[src/rtl/readout_holdoff.sv]
module readout_holdoff #(
  parameter int HOLD_W = 8,
  parameter int FRAMES = 4
) (
  input  logic              clk,
  input  logic              rst_n,
  input  logic              sync_i,
  input  logic              tick_i,
  input  logic              hold_wr_i,
  input  logic [HOLD_W-1:0] hold_val_i,
  input  logic              frame_done_i,
  output logic              tx_permit_o,
  output logic              burst_active_o
);
  localparam int FW = $clog2(FRAMES + 1);

  typedef enum logic [1:0] {S_IDLE, S_HOLD, S_BURST} st_t;

  st_t               st;
  logic [HOLD_W-1:0] hold_q, pend_q, left_q;
  logic              pend_v;
  logic [FW-1:0]     fleft_q;

  wire              idle = (st == S_IDLE);
  wire              go   = idle & sync_i;
  wire [HOLD_W-1:0] eff  = pend_v ? pend_q : hold_q;

  assign tx_permit_o    = (st == S_BURST);
  assign burst_active_o = !idle;

  always_ff @(posedge clk) begin
    if (!rst_n) begin
      hold_q <= '0;
      pend_q <= '0;
      pend_v <= 1'b0;
    end else if (hold_wr_i && idle) begin
      hold_q <= hold_val_i;
      pend_v <= 1'b0;
    end else if (hold_wr_i) begin
      pend_q <= hold_val_i;
      pend_v <= 1'b1;
    end else if (go && pend_v) begin
      hold_q <= pend_q;
      pend_v <= 1'b0;
    end
  end

  always_ff @(posedge clk) begin
    if (!rst_n) begin
      st      <= S_IDLE;
      left_q  <= '0;
      fleft_q <= '0;
    end else begin
      case (st)
        S_IDLE:
          if (sync_i) begin
            if (eff == '0) begin
              st      <= S_BURST;
              fleft_q <= FW'(FRAMES);
            end else begin
              st     <= S_HOLD;
              left_q <= eff;
            end
          end
        S_HOLD:
          if (tick_i) begin
            if (left_q == HOLD_W'(1)) begin
              st      <= S_BURST;
              fleft_q <= FW'(FRAMES);
            end else begin
              left_q <= left_q - 1'b1;
            end
          end
        S_BURST:
          if (frame_done_i) begin
            if (fleft_q == FW'(1)) st <= S_IDLE;
            else fleft_q <= fleft_q - 1'b1;
          end
        default: st <= S_IDLE;
      endcase
    end
  end


  zero_release_chk: assert property (@(posedge clk) disable iff (!rst_n)
    (go && eff == '0) |=> tx_permit_o);


  permit_origin_chk: assert property (@(posedge clk) disable iff (!rst_n)
    $rose(tx_permit_o) |-> $past(sync_i || tick_i));


  hold_needs_tick_chk: assert property (@(posedge clk) disable iff (!rst_n)
    (st == S_HOLD && !tick_i) |=> (st == S_HOLD && $stable(left_q)));


  burst_end_chk: assert property (@(posedge clk) disable iff (!rst_n)
    $fell(tx_permit_o) |-> $past(frame_done_i));


  idle_stays_chk: assert property (@(posedge clk) disable iff (!rst_n)
    (idle && !sync_i) |=> !burst_active_o);


  sync_busy_chk: assert property (@(posedge clk) disable iff (!rst_n)
    (st == S_BURST && sync_i && !frame_done_i) |=> (st == S_BURST && $stable(fleft_q)));


  busy_write_chk: assert property (@(posedge clk) disable iff (!rst_n)
    (!idle && hold_wr_i) |=> $stable(hold_q));


  permit_in_active_chk: assert property (@(posedge clk) disable iff (!rst_n)
    tx_permit_o |-> burst_active_o);
endmodule

[config.mk]
export PLATFORM = sky130hd
export DESIGN_NAME = readout_holdoff
export DESIGN_NICKNAME = d
export VERILOG_FILES = /design/src/rtl/readout_holdoff.sv
export SDC_FILE = /design/constraint.sdc
export NUM_CORES = 1
export LEC_CHECK = 0
export ABC_AREA = 1
export BUFFER_PORTS_ARGS = -buffer_cell sky130_fd_sc_hd__buf_2
export CORE_ASPECT_RATIO = 0.5
export CORE_UTILIZATION = 57
export DETAILED_ROUTE_END_ITERATION = 7
export GPL_TIMING_DRIVEN = 0
export PLACE_DENSITY = 0.77
export SETUP_SLACK_MARGIN = 0.1
export SYNTH_ARGS = -nofsm -noshare
export SYNTH_HDL_FRONTEND = slang
export SYNTH_SLANG_ARGS = --single-unit
[constraint.sdc]
create_clock -name clk -period 1.5 [get_ports clk]
set_input_delay 0.3 -clock clk [delete_from_list [all_inputs] [get_ports clk]]
set_output_delay 0.3 -clock clk [all_outputs]
set_load 0.02 [all_outputs]
## Yosys cells after proc, flatten, opt, wreduce, memory -nomap -nowiden

Index checks and enable logic that the tools add are counted.
Widths: inputs -> output; s select.

| storage, ports and cells | value |
|---|---|
| output and inout port bits | 2 |
| logic and storage cells | 65 |
| input port bits | 14 |
| bits in registers | 30 |

| operators by class | value |
|---|---|
| reduce and logical (&&, ||, !) cells | 15 |
| equal/unequal tests | 14 |
| bitwise logic cells | 3 |
| add/sub/neg operators | 2 |
| multiplexer cells | 25 |

Operators with widths:

| operator | count |
|---|---|
| $mux 8 | 8 |
| $mux 3 | 6 |
| $pmux 8 s2 | 1 |
| $ne 2x2->1 const B | 7 |
| $mux 2 | 6 |
| $reduce_and 5->1 | 2 |
| $pmux 3 s3 | 1 |
| $eq 8x1->1 const B | 1 |
| $logic_not 8->1 | 1 |
| $sub 8x1->8 const B | 1 |
| $reduce_and 7->1 | 1 |
| $ne 2x1->1 const B | 3 |
| $pmux 2 s3 | 1 |
| $reduce_bool 2->1 | 3 |
| $reduce_and 2->1 | 2 |
| $eq 3x1->1 const B | 1 |
| $reduce_bool 3->1 | 1 |
| $sub 3x1->3 const B | 1 |
| $eq 2x1->1 const B | 1 |
| $eq 2x2->1 const B | 1 |
| $logic_and 1x1->1 | 2 |
| $logic_not 2->1 | 1 |
| $mux 1 | 2 |
| $not 1->1 | 2 |
| other kinds (3) | 3 |

## Depth between registers and ports, before layout

| depth | value |
|---|---|
| depth in word-level cells | 6 |
| mapped depth | 12 |
| depth with buffers taken out | 11 |

## Least setup slack after synthesis

Ideal clock, no wire load.

| timing | value |
|---|---|
| path type | reg2reg |
| start | register st[1] |
| end | register st[0] |
| setup time | 0.120 ns |
| stages on the path, launching flop included | 8 |
| period minus slack after synthesis | 1.430 ns |
| path slack | 0.070 ns |
| arrival time | 1.310 ns |
| cells stage by stage | dfxtp_1 -> inv_2 -> nor2_1 -> nand2_1 -> nand2_1 -> nor2_1 -> o21ai_0 -> a21oi_1 |

| between the ends | value |
|---|---|
| word-level cells in the longest chain between the ends | 3 |
| elaborated cells between the ends (all ways) | 10 |
| classes of those cells | eq/ne: 7; mux: 1; reduce/logical: 2 |

Ends and longest elaborated chain:

| what | line | text |
|---|---|---|
| start, declared | 19 | `st_t st;` |
| start signal, assigned | 50 | `st <= S_IDLE;` |
| start signal, assigned | 58 | `st <= S_BURST;` |
| start signal, assigned | 61 | `st <= S_HOLD;` |
| $eq 2x2->1 * | - |  |
| net tx_permit_o | 12 | `output logic tx_permit_o,` |
| $ne 2x1->1 (no line) / $ne 2x2->1 (equally long branches) | - |  |
| $reduce_and 5->1 (no line) | - |  |

The timed path passes the listed nets; every way through them passes the cells marked *.
A chain may end at the register's enable or synchronous reset.

## Final worst setup path

| timing | value |
|---|---|
| start | register st[1] |
| end | register fleft_q[1] |

| between the ends | value |
|---|---|
| word-level cells in the longest chain between the ends | 3 |
| elaborated cells between the ends (all ways) | 12 |
| classes of those cells | eq/ne: 8; mux: 1; reduce/logical: 3 |

Ends and longest elaborated chain:

| what | line | text |
|---|---|---|
| $eq 2x2->1 (tied with other cells) | 54 | `case (st)` |
| $ne 2x2->1 (no line) (tied with other cells) | - |  |
| $reduce_and 7->1 (no line) | - |  |
| end signal, assigned | 59 | `fleft_q <= FW'(FRAMES);` |
| end signal, assigned | 69 | `fleft_q <= FW'(FRAMES);` |
| end signal, assigned | 77 | `else fleft_q <= fleft_q - 1'b1;` |
| end, declared | 22 | `logic [FW-1:0] fleft_q;` |

Several ways; a longest one is shown, not always the timed one.

==> results.rst <==
.. list-table::
   :header-rows: 1

   * - Metric
     - Value
   * - CP cell instances
     - inv_2 > nand2_2 > nor2_1 > nor2_1 > nand2_1 > nor2_2 > nand2_2 > nor2_1 > nor2_1
   * - I/O Buffers
     - 13
   * - Final-report setup violation count
     - 14
   * - Largest area contributor in the synthesized netlist
     - sky130_fd_sc_hd__dfxtp_1
   * - Synth unique cells
     - 26
   * - Post-synth top area share
     - ~34%
   * - Final worst slack
     - -123 ps
   * - Core Footprint
     - between 2000 and 3000 sq um
   * - Setup repair after global routing missed its margin
     - true
   * - Initial Utilization
     - between 60% and 70%
   * - CP Data Arrival Time
     - around 1800 ps
   * - Cell class contributing the biggest share of worst-path delay
     - simple AND/OR/NAND/NOR gates
   * - # Max-Cap Violations
     - 0
   * - Clk pwr share
     - roughly a tenth
   * - Clock tree from TritonCTS
     - done
   * - Number of top-level pins
     - 16
   * - Sequential fraction of the synthesis area
     - between 30% and 40%
   * - Final Skew
     - a little under 10 ps
   * - Clock slew at the register clock pins of the worst setup and hold paths
     - ~70 ps
   * - Number of H-tree levels
     - 2
   * - Largest buffer count on any clock path
     - 2
   * - Transition at the pin with the smallest max-transition slack
     - around 550 ps
   * - Wire length of the first global-routing pass
     - about 7800 um
   * - Category of the worst setup path capture point
     - register
   * - Relative contribution of combinational cells to total power
     - 66.3%
   * - All-Layer GR Usage
     - around a third
   * - Sw frac
     - 50.4%
   * - Top fanout value on the critical path
     - 9
   * - Post-CTS Hold Fix Bufs
     - 0
   * - Number of antenna violations at the first check in global routing
     - 0
   * - Critical path startpoint category
     - register
   * - Total chip power
     - 0.00598 W
   * - Min-Delay Path Class
     - input pin to register
   * - Std cell rows
     - 13
   * - Portion of the clock cycle consumed by the worst path in the final layout
     - 108%
   * - Delay contributed by the slowest stage of the critical path
     - ~410 ps
   * - Via count of the first global-routing pass
     - 1713
   * - Power per Cell Area
     - about 2400 nW/um^2
   * - Fin. Hold Viols
     - 0
   * - Synthesis Warnings
     - 0
   * - CP required
     - 1690 ps
   * - Clock Latency Late Sink
     - ~300 ps
   * - Initial DRC Count
     - 285
   * - Slowest stage cell on the critical path
     - sky130_fd_sc_hd__dfxtp_4
   * - Total via count in the routed design
     - roughly 2.3k
   * - Horizontal die dimension
     - between 80 and 90 um
   * - Die span in y
     - about 42 um
   * - Num CTS Buffers
     - 5
   * - Mapped Nets
     - a little over 300
   * - Detail-routed net length per standard cell
     - 18.4 um
   * - Half-perimeter wire length of the detailed placement result
     - around 3000 um
   * - Outcome
     - finished with violations
   * - Count of buffer and inverter cells on the critical path
     - 1
   * - Nets@finish
     - approximately 350
   * - Combined area of all synthesized cells
     - about 1800 sq um
   * - Net switching component of the power
     - 0.00301 W
   * - Upper clock frequency limit
     - between 0.6 and 0.7 GHz
   * - Clock Tree Root
     - sky130_fd_sc_hd__clkbuf_8
   * - Number of slew-limit violations in the final report
     - 0
   * - Average cell area after synthesis
     - 6.26 sq um
   * - Post-detailed-route DRC marker count
     - 0
   * - Clock sink total
     - 30
   * - Yosys reg bits
     - 30
   * - Number of antenna cells inserted
     - 0
   * - Maximum ir drop on the vdd rail
     - ~1.4 mV
   * - Area added between synthesis and finish
     - 38.9%
   * - Fin crit period
     - 1620 ps
   * - Post-Synthesis Cells
     - ~290
   * - Global placement routability congestion
     - around 0.85
   * - Remaining antenna violation count
     - 0
   * - Worst relative slew slack
     - between 60% and 70%
   * - Largest net degree at the start of global routing
     - 11
   * - Total routed wirelength
     - around 6700 um
   * - Cell leakage power
     - between 1 and 1.5 nW
   * - 1st-pass router iterations
     - 5
   * - Cell mode on critical path
     - sky130_fd_sc_hd__nor2_1
   * - Internal Power
     - 0.00297 W
   * - Area of the die
     - ~3400 sq um
   * - Critical path start-end classification
     - register to register
   * - Synth top area cells
     - sky130_fd_sc_hd__dfxtp_1, sky130_fd_sc_hd__nand2_1, sky130_fd_sc_hd__nor2_1
   * - Failing checks
     - setup timing
   * - Proportion of power drawn by flip-flops and latches
     - 23.0%
   * - Aggregate global routing overflow
     - 0
   * - Via density per instance
     - 6.28
   * - Fraction of layout cells with a size suffix above 1
     - about 37%
   * - Pre-CTS setup slack
     - -213 ps
## worst register-to-register path, cell delays in order (launching register included)
cell and delay, ps:
sky130_fd_sc_hd__dfxtp_4 410, sky130_fd_sc_hd__inv_2 80, sky130_fd_sc_hd__nand2_2 160, sky130_fd_sc_hd__nor2_1 70
sky130_fd_sc_hd__nor2_1 190, sky130_fd_sc_hd__nand2_1 120, sky130_fd_sc_hd__nor2_2 220, sky130_fd_sc_hd__nand2_2 110
sky130_fd_sc_hd__nor2_1 110, sky130_fd_sc_hd__nor2_1 50
## routing by layer
| layer | vias to the layer above | track usage (%) | part of all wire [%] | wire length [um] |
|---|---|---|---|---|
| met5 | - | 0 | 0 | 0 |
| met4 | 0 | 11.8 | 7.8 | 528 |
| met3 | 75 | 8.13 | 12 | 824 |
| met2 | 202 | 47.6 | 43 | 2910 |
| met1 | 1031 | 43.1 | 37 | 2490 |
| li1 | 997 | - | - | - |
## sequential cells by signal (all words and copies together), names as in the netlist
register,cells
pend_q,8
fleft_q,3
st,2
hold_q,8
left_q,8
pend_v,1
## Yosys cell counts
library cell               instances
sky130_fd_sc_hd__a21oi_1          14
sky130_fd_sc_hd__or2_2             1
sky130_fd_sc_hd__o21ai_0          20
sky130_fd_sc_hd__dfxtp_1          30
sky130_fd_sc_hd__nand2_4           1
sky130_fd_sc_hd__buf_4             1
sky130_fd_sc_hd__xnor2_1           1
sky130_fd_sc_hd__buf_2             5
sky130_fd_sc_hd__xor2_1            1
sky130_fd_sc_hd__nor2_1           39
sky130_fd_sc_hd__inv_2             4
sky130_fd_sc_hd__o21ai_2           1
sky130_fd_sc_hd__nand3_1          27
sky130_fd_sc_hd__nand2_2           3
sky130_fd_sc_hd__nand2_1          83
sky130_fd_sc_hd__nand3_2           1
sky130_fd_sc_hd__nand4_1           1
sky130_fd_sc_hd__nor3_1            1
sky130_fd_sc_hd__nor2_2            3
sky130_fd_sc_hd__a22oi_4           1
sky130_fd_sc_hd__nor2_4            1
sky130_fd_sc_hd__buf_6             1
sky130_fd_sc_hd__inv_1            30
sky130_fd_sc_hd__ha_1              4
sky130_fd_sc_hd__a31oi_1           9
sky130_fd_sc_hd__clkbuf_1          2
## metrics by stage
stage               utilization, %  hold slack, ps  setup TNS, ps  instance area (sq um)  cells
CTS                           79.9             301              0                   2220    358
global placement              68.4             458          -1550                   1900    335
floorplan                        -             444              0                   1790    285
detailed placement            68.4             462          -2370                   1900    335
finish                        89.1             289           -841                   2480    367
global route                  89.1             310          -2100                   2480    367
## cell usage in the layout, fill, tap and decap left out, types with 9 or more instances in the layout
cell type / Yosys / layout
sky130_fd_sc_hd__nand2_2: 3 / 20
sky130_fd_sc_hd__o21ai_0: 20 / 20
sky130_fd_sc_hd__a31oi_1: 9 / 9
sky130_fd_sc_hd__a21oi_1: 14 / 14
sky130_fd_sc_hd__nor2_4: 1 / 10
sky130_fd_sc_hd__nor2_1: 39 / 25
sky130_fd_sc_hd__nand3_1: 27 / 23
sky130_fd_sc_hd__inv_1: 30 / 27
sky130_fd_sc_hd__buf_2: 5 / 15
sky130_fd_sc_hd__dfxtp_1: 30 / 25
sky130_fd_sc_hd__buf_4: 1 / 19
sky130_fd_sc_hd__nand2_4: 1 / 9
sky130_fd_sc_hd__nand2_1: 83 / 58
## final cells by class
cell class	instances	area, sq um
Multi-Input combinational cell	212	1230
Timing Repair Buffer	37	283
Tap cell	37	46.3
Clock buffer	5	68.8
Buffer	9	67.6
Timing Repair inverter	1	11.3
Inverter	34	150
Fill cell	144	303
Clock inverter	2	10.0
Sequential cell	30	614
## worst paths after layout
| kind | cells past startpoint | to | slack [ps] | from |
|---|---|---|---|---|
| max | 9 | fleft_q[1] | -120 | st[1] |
| min | 3 | hold_q[6] | 290 | hold_val_i[6] |
| min reg2reg | 2 | hold_q[2] | 480 | pend_q[2] |
| max reg2reg | 9 | fleft_q[1] | -120 | st[1] |
## power by group through the flow
stage	clock, W	combinational [W]	sequential [W]
2_1_floorplan	0	0.00188	0.00123
3_3_place_gp	0	0.00227	0.00127
3_5_place_dp	0	0.00235	0.00128
4_1_cts	0.000627	0.00297	0.00130
5_1_grt	0.000663	0.00422	0.00140
6_report	0.000640	0.00397	0.00137
## cells by family (layout without fill, tap and decap cells)
kind of cell | after synthesis | count (layout) | synth area share [%]
compound gates | 45 | 45 | 14.4
xor+xnor | 2 | 2 | 0.982
fa+ha+maj | 4 | 4 | 2.81
buf+inv | 43 | 88 | 10.0
flops | 30 | 30 | 33.7
simple gates | 161 | 161 | 38.1
## timing repair
action / in CTS / in global routing
setup endpoints to repair: 32 / 24
hold endpoints to repair: 0 / 0
cloned: 3 / 0
resized for setup: 42 / 55
pin swaps: 19 / 24
buffers inserted: 13 / 9
(Power assumes the default switching activity.)
